### config.mk
export PLATFORM = sky130hd
export DESIGN_NAME = adc_bus_slave
export DESIGN_NICKNAME = d
export VERILOG_FILES = /design/src/rtl/adc_bus_pkg.sv /design/src/rtl/adc_trig_sync.sv /design/src/rtl/adc_conv_model.sv /design/src/rtl/adc_wait_ctrl.sv /design/src/rtl/adc_bus_slave.sv
export SDC_FILE = /design/constraint.sdc
export NUM_CORES = 1
export LEC_CHECK = 0
export BUFFER_PORTS_ARGS = -buffer_cell sky130_fd_sc_hd__buf_2
export CAP_MARGIN = 30
export CORE_MARGIN = 2
export CORE_UTILIZATION = 40
export DETAILED_ROUTE_END_ITERATION = 12
export SLEW_MARGIN = 20
export SYNTH_ARGS = -nofsm -noshare
export SYNTH_HDL_FRONTEND = slang
export SYNTH_SLANG_ARGS = --single-unit
### constraint.sdc
create_clock -name clk_i -period 6.21 [get_ports clk_i]
set_clock_uncertainty 0.2 [all_clocks]
set_input_delay 1.242 -clock clk_i [delete_from_list [all_inputs] [get_ports clk_i]]
set_output_delay 1.242 -clock clk_i [all_outputs]
set_load 0.05 [all_outputs]
### src/rtl/adc_bus_pkg.sv
package adc_bus_pkg;
  typedef enum logic [2:0] {
    CY_IDLE, CY_ID, CY_CTRL_RD, CY_CTRL_WR, CY_CONV, CY_RES, CY_MISC_RD, CY_MISC_WR
  } cyc_e;

  localparam int ADR_CTRL = 0;
  localparam int ADR_RES  = 1;
  localparam int ADR_CONV = 2;
  localparam logic [7:0] ID_SEED = 8'h5A;
  localparam int ID_MULT = 37;
endpackage

### src/rtl/adc_trig_sync.sv
module adc_trig_sync (
  input  logic clk_i,
  input  logic rst_ni,
  input  logic trig_i,
  output logic edge_o
);
  logic s1_q, s2_q, s3_q;

  always_ff @(posedge clk_i or negedge rst_ni) begin
    if (!rst_ni) begin
      s1_q <= 1'b0;
      s2_q <= 1'b0;
      s3_q <= 1'b0;
    end else begin
      s1_q <= trig_i;
      s2_q <= s1_q;
      s3_q <= s2_q;
    end
  end

  assign edge_o = s2_q & ~s3_q;


  edge_single_chk: assert property (@(posedge clk_i) disable iff (!rst_ni)
    edge_o |=> !edge_o);
endmodule

### src/rtl/adc_conv_model.sv
module adc_conv_model #(
  parameter int ADC_W    = 12,
  parameter int CONV_CYC = 68
) (
  input  logic             clk_i,
  input  logic             rst_ni,
  input  logic             start_i,
  input  logic [ADC_W-1:0] sample_i,
  output logic             busy_o,
  output logic [ADC_W-1:0] result_o
);
  localparam int CW = $clog2(CONV_CYC);

  logic [CW-1:0] cnt_q;
  logic          busy_q;

  always_ff @(posedge clk_i or negedge rst_ni) begin
    if (!rst_ni) begin
      busy_q   <= 1'b0;
      cnt_q    <= '0;
      result_o <= '0;
    end else if (busy_q) begin
      if (cnt_q == '0) begin
        busy_q   <= 1'b0;
        result_o <= sample_i;
      end else begin
        cnt_q <= cnt_q - 1'b1;
      end
    end else if (start_i) begin
      busy_q <= 1'b1;
      cnt_q  <= CW'(CONV_CYC - 1);
    end
  end

  assign busy_o = busy_q;


  busy_hold_chk: assert property (@(posedge clk_i) disable iff (!rst_ni)
    (busy_q && cnt_q != '0) |=> (busy_q && cnt_q == $past(cnt_q) - 1'b1));


  result_load_chk: assert property (@(posedge clk_i) disable iff (!rst_ni)
    $fell(busy_q) |-> result_o == $past(sample_i));
endmodule

### src/rtl/adc_wait_ctrl.sv
module adc_wait_ctrl #(
  parameter int WS_W = 2
) (
  input  logic            clk_i,
  input  logic            rst_ni,
  input  logic            sel_i,
  input  logic [WS_W-1:0] need_i,
  input  logic            ready_i,
  output logic            fire_o,
  output logic            ack_o
);
  logic [WS_W-1:0] cnt_q;
  logic            done_q;

  // access completes on this edge
  assign fire_o = sel_i & ~done_q & (cnt_q == need_i) & ready_i;

  always_ff @(posedge clk_i or negedge rst_ni) begin
    if (!rst_ni) begin
      cnt_q  <= '0;
      done_q <= 1'b0;
      ack_o  <= 1'b0;
    end else begin
      ack_o  <= fire_o;
      done_q <= sel_i & (done_q | fire_o);
      if (!sel_i || fire_o)   cnt_q <= '0;
      else if (cnt_q != need_i) cnt_q <= cnt_q + 1'b1;
    end
  end


  ack_sel_chk: assert property (@(posedge clk_i) disable iff (!rst_ni)
    ack_o |-> sel_i);


  ack_pulse_chk: assert property (@(posedge clk_i) disable iff (!rst_ni)
    ack_o |=> !ack_o);
endmodule

### src/rtl/adc_bus_slave.sv
module adc_bus_slave
  import adc_bus_pkg::*;
#(
  parameter int ADDR_W     = 5,
  parameter int DATA_W     = 16,
  parameter int ADC_W      = 12,
  parameter int CONV_CYC   = 68,
  parameter int WS_CTRL_WR = 1,
  parameter int WS_RESULT  = 3
) (
  input  logic              clk_i,
  input  logic              rst_ni,
  input  logic              io_sel_i,
  input  logic              id_sel_i,
  input  logic              wr_i,
  input  logic [ADDR_W-1:0] addr_i,
  input  logic [DATA_W-1:0] wdata_i,
  output logic [DATA_W-1:0] rdata_o,
  output logic              ack_o,
  input  logic              trig_i,
  input  logic [ADC_W-1:0]  sample_i,
  output logic              busy_o
);
  localparam int WS_MAX = (WS_RESULT > WS_CTRL_WR) ? WS_RESULT : WS_CTRL_WR;
  localparam int WS_W   = $clog2(WS_MAX + 1);
  localparam int PAD_W  = DATA_W - ADC_W;

  cyc_e             cyc;
  logic [WS_W-1:0]  need;
  logic             ready, fire, trig_edge, conv_start;
  logic [ADC_W-1:0] result;
  logic [7:0]       id_byte;
  logic [DATA_W-1:0] ctrl_q, rd_mux;

  always_comb begin
    cyc = CY_IDLE;
    if (id_sel_i) cyc = CY_ID;
    else if (io_sel_i) begin
      if (addr_i == ADDR_W'(ADR_CTRL))      cyc = wr_i ? CY_CTRL_WR : CY_CTRL_RD;
      else if (addr_i == ADDR_W'(ADR_RES))  cyc = wr_i ? CY_MISC_WR : CY_RES;
      else if (addr_i == ADDR_W'(ADR_CONV)) cyc = wr_i ? CY_CONV : CY_MISC_RD;
      else                                  cyc = wr_i ? CY_MISC_WR : CY_MISC_RD;
    end
  end

  always_comb begin
    case (cyc)
      CY_CTRL_WR: need = WS_W'(WS_CTRL_WR);
      CY_RES:     need = WS_W'(WS_RESULT);
      default:    need = '0;
    endcase
  end

  assign ready = (cyc != CY_RES) | ~busy_o;

  // identification table computed from the address
  assign id_byte = ID_SEED ^ 8'(int'(addr_i) * ID_MULT);

  always_comb begin
    case (cyc)
      CY_ID:      rd_mux = {{(DATA_W-8){1'b0}}, id_byte};
      CY_CTRL_RD: rd_mux = ctrl_q;
      CY_RES:     rd_mux = {result, {PAD_W{1'b0}}};
      default:    rd_mux = '0;
    endcase
  end

  adc_wait_ctrl #(.WS_W(WS_W)) u_wait (
    .clk_i   (clk_i),
    .rst_ni  (rst_ni),
    .sel_i   (io_sel_i | id_sel_i),
    .need_i  (need),
    .ready_i (ready),
    .fire_o  (fire),
    .ack_o   (ack_o)
  );

  adc_trig_sync u_trig (
    .clk_i  (clk_i),
    .rst_ni (rst_ni),
    .trig_i (trig_i),
    .edge_o (trig_edge)
  );

  assign conv_start = (fire & (cyc == CY_CONV)) | trig_edge;

  adc_conv_model #(.ADC_W(ADC_W), .CONV_CYC(CONV_CYC)) u_conv (
    .clk_i    (clk_i),
    .rst_ni   (rst_ni),
    .start_i  (conv_start),
    .sample_i (sample_i),
    .busy_o   (busy_o),
    .result_o (result)
  );

  always_ff @(posedge clk_i or negedge rst_ni) begin
    if (!rst_ni) begin
      ctrl_q  <= '0;
      rdata_o <= '0;
    end else if (fire) begin
      rdata_o <= rd_mux;
      if (cyc == CY_CTRL_WR) ctrl_q <= wdata_i;
    end
  end


  no_res_while_busy_chk: assert property (@(posedge clk_i) disable iff (!rst_ni)
    (fire && cyc == CY_RES) |-> !busy_o);


  conv_start_chk: assert property (@(posedge clk_i) disable iff (!rst_ni)
    (fire && cyc == CY_CONV && !busy_o) |=> busy_o);
endmodule

==> metrics.cfg <==
[die]
ioPinCount = 57
dieArea_um2 = 8310
die_h_um = 91.2
core-area_um2 = 7290
die_w_um = 91.2
fp-row-count = 31
initial_utilization_pct = 41.7

[global_routing]
grt_pass1_vias = 2033
grt_antenna_before_repair = 0
overflow = 0
grt_pass1_wl_um = 10200
grt_usage_pct = 15.6
grt_max_degree = 60

[detailed_routing]
viasPerCell = 5.13
drtAntennaViolNets = 0
drtPass1Iterations = 4
drc = 0
wire_per_inst_um = 15.2
first_iter_violations = 74
vias = 2061
wirelength_um = 6110

[synth]
ys_seq_area_share_pct = 48.6
synth_nets = 290
yosys_most_used_dff = dfrtp_1
synthesis.area_um2 = 3040
synth-edff-count = 0
async_reset_ff_share_pct = 100
yosysWarnings = 0
yosysMostFrequentCell = dfrtp_1
syn_inst = 238
synth_seq_cells = 59
synth_common_cells = dfrtp_1 (59), mux2_2 (32), nor2_1 (14)
yosys.area.top_type = dfrtp_1
yosys.cell_types.count = 52
synth_area_leaders = dfrtp_1 (49%), mux2_2 (12%), ha_1 (5.4%)
syn_area_per_cell_um2 = 12.8
synth_top_area_share_pct = 48.6

[worst_setup_path]
crit_path_end_kind = flop
cp_slowest_stage_delay_ns = 0.54
arrival_ns = 3.26
cpMaxStageDelayCell = a211oi_4
crit_type = input port to flop
crit_required_ns = 6.23
cp-start-kind = input port
crit_chain = buf_2 -> and4bb_1 -> o2111ai_2 -> a211oi_4 -> buf_8 -> mux2_2
cp_max_fo = 20

[cts]
insertion_delay_ns = 0.33
cts_sinks = 59
cts.path.max_buffers = 2
hold_buffers = 0
ctsResizeCount = 0
h-tree-depth = 3
root_buffer = clkbuf_8
clk_pin_slew_ns = 0.06
cts_tree = yes
postCtsSetupBuffers = 0
cts_buffers = 9

[power_and_ir_drop]
powerDensity_nw_per_um2 = 375
peakVddDrop_uv = 233
p_leak_nw = 1.78

[layout]
utilization_pct = 49.2
antennaDiodeCount = 0
drive_above_1_share_pct = 40.6
fill_cells = 692
area_delta_synth_final_pct = 18.2
finalNetCount = 350
multi_input_area_um2 = 1460
regArea_um2 = 1480

[sta]
setup-tns-final_ns = 0
setup_viol = 0
worst_pin_slew_ns = 0.755
fmax_mhz = 309
worst_slack_ns = 2.97
slew_headroom_pct = 49.6
drv_slew = 0
fin_crit_ns = 3.24
rsz0062_at_grt = no
finalHoldViolations = 0
min_period_over_period_pct = 52.2

[placement]
dp_hpwl_um = 4360
globalplace.congestion = 0.804
pre_cts_ws_ns = 2.61
io_buffers = 56

[status]
outcome = finished clean

[job]
maxCapViolCount = 0

[hold_path]
hp-class = flop to flop

## power breakdown
group | internal, W | switching (W)
combinational | 0.000188 | 0.000250
sequential | 0.000484 | 0.0000799
clock | 0.000196 | 0.000148
## per-stage QoR
| step | std cells | instance area, µm² | power (W) | hold slack, ns |
|---|---|---|---|---|
| 3_5_place_dp | 386 | 3400 | 0.00101 | 0.143 |
| 3_3_place_gp | 385 | 3380 | 0.000995 | 0.138 |
| 5_1_grt | 402 | 3590 | 0.00143 | 0.176 |
| 6_report | 402 | 3590 | 0.00135 | 0.158 |
| 4_1_cts | 402 | 3590 | 0.00136 | 0.164 |
| 2_1_floorplan | 238 | 3040 | 0.000899 | 0.131 |
## cell usage in the layout, fill, tap and decap left out, types with 5 or more instances in the layout
| cell | instances |
|---|---|
| buf_2 | 56 |
| clkbuf_8 | 10 |
| dfrtp_1 | 59 |
| ha_1 | 13 |
| inv_1 | 10 |
| mux2_1 | 6 |
| mux2_2 | 32 |
| mux2_4 | 7 |
| mux2i_1 | 12 |
| nand2_1 | 5 |
| nor2_1 | 14 |
| o21ai_0 | 6 |
## cells by family (layout without fill, tap and decap cells)
kind of cell | Yosys count | count (layout) | synth area share (%)
xor gates and xnor gates | 5 | 5 | 1.89
AOI/OAI and AO/OA | 35 | 35 | 9.02
DFF | 59 | 59 | 48.6
buffers and inverters | 19 | 84 | 3.50
adders and majority gates | 13 | 13 | 5.35
muxes | 57 | 57 | 21.5
and+or+nand+nor | 50 | 50 | 10.1
## worst max-delay path, delay by kind of cell
| kind | cells | cell delay [ns] |
|---|---|---|
| AOI/OAI and AO/OA | 2 | 0.69 |
| muxes | 1 | 0.35 |
| and+or+nand+nor | 1 | 0.29 |
| buffers and inverters | 2 | 0.69 |
## final timing paths
check,endpoint,slack [ns],startpoint,cells past startpoint
max,rdata_o[1],2.97,addr_i[0],6
min,u_trig.s2_q,0.16,u_trig.s1_q,0
max reg2reg,u_conv.result_o[9],3.68,u_conv.cnt_q[1],5
min reg2reg,u_trig.s2_q,0.16,u_trig.s1_q,0
max in group asynchronous,rdata_o[7],4.45,rst_ni,2
min in group asynchronous,u_trig.s1_q,0.84,rst_ni,2
## metal layers
| metal | up-vias | GRT usage (%) | part of all wire (%) |
|---|---|---|---|
| li1 | 1001 | - | - |
| met5 | - | 0 | 0 |
| met4 | 0 | 4.29 | 1.2 |
| met3 | 7 | 5.56 | 3.9 |
| met2 | 41 | 24.6 | 50 |
| met1 | 1012 | 20.3 | 45 |
## registers in the layout (all words and copies together) (netlist names)
signal           cells
u_wait.ack_o         1
u_wait.cnt_q         2
rdata_o             16
u_conv.busy_o        1
u_trig.s2_q          1
u_wait.done_q        1
u_trig.s1_q          1
u_conv.result_o     12
u_trig.s3_q          1
ctrl_q              16
u_conv.cnt_q         7
## layout make-up
type / instances / share of cell area [%]
multi-input combinational: 160 / 40.5
timing repair buffer: 58 / 8.43
sequential: 59 / 41.1
clock buffer: 12 / 4.04
tap: 99 / 3.45
inverter: 10 / 1.05
clock inverter: 4 / 1.39
No activity file was read; power rests on OpenSTA's default activity.
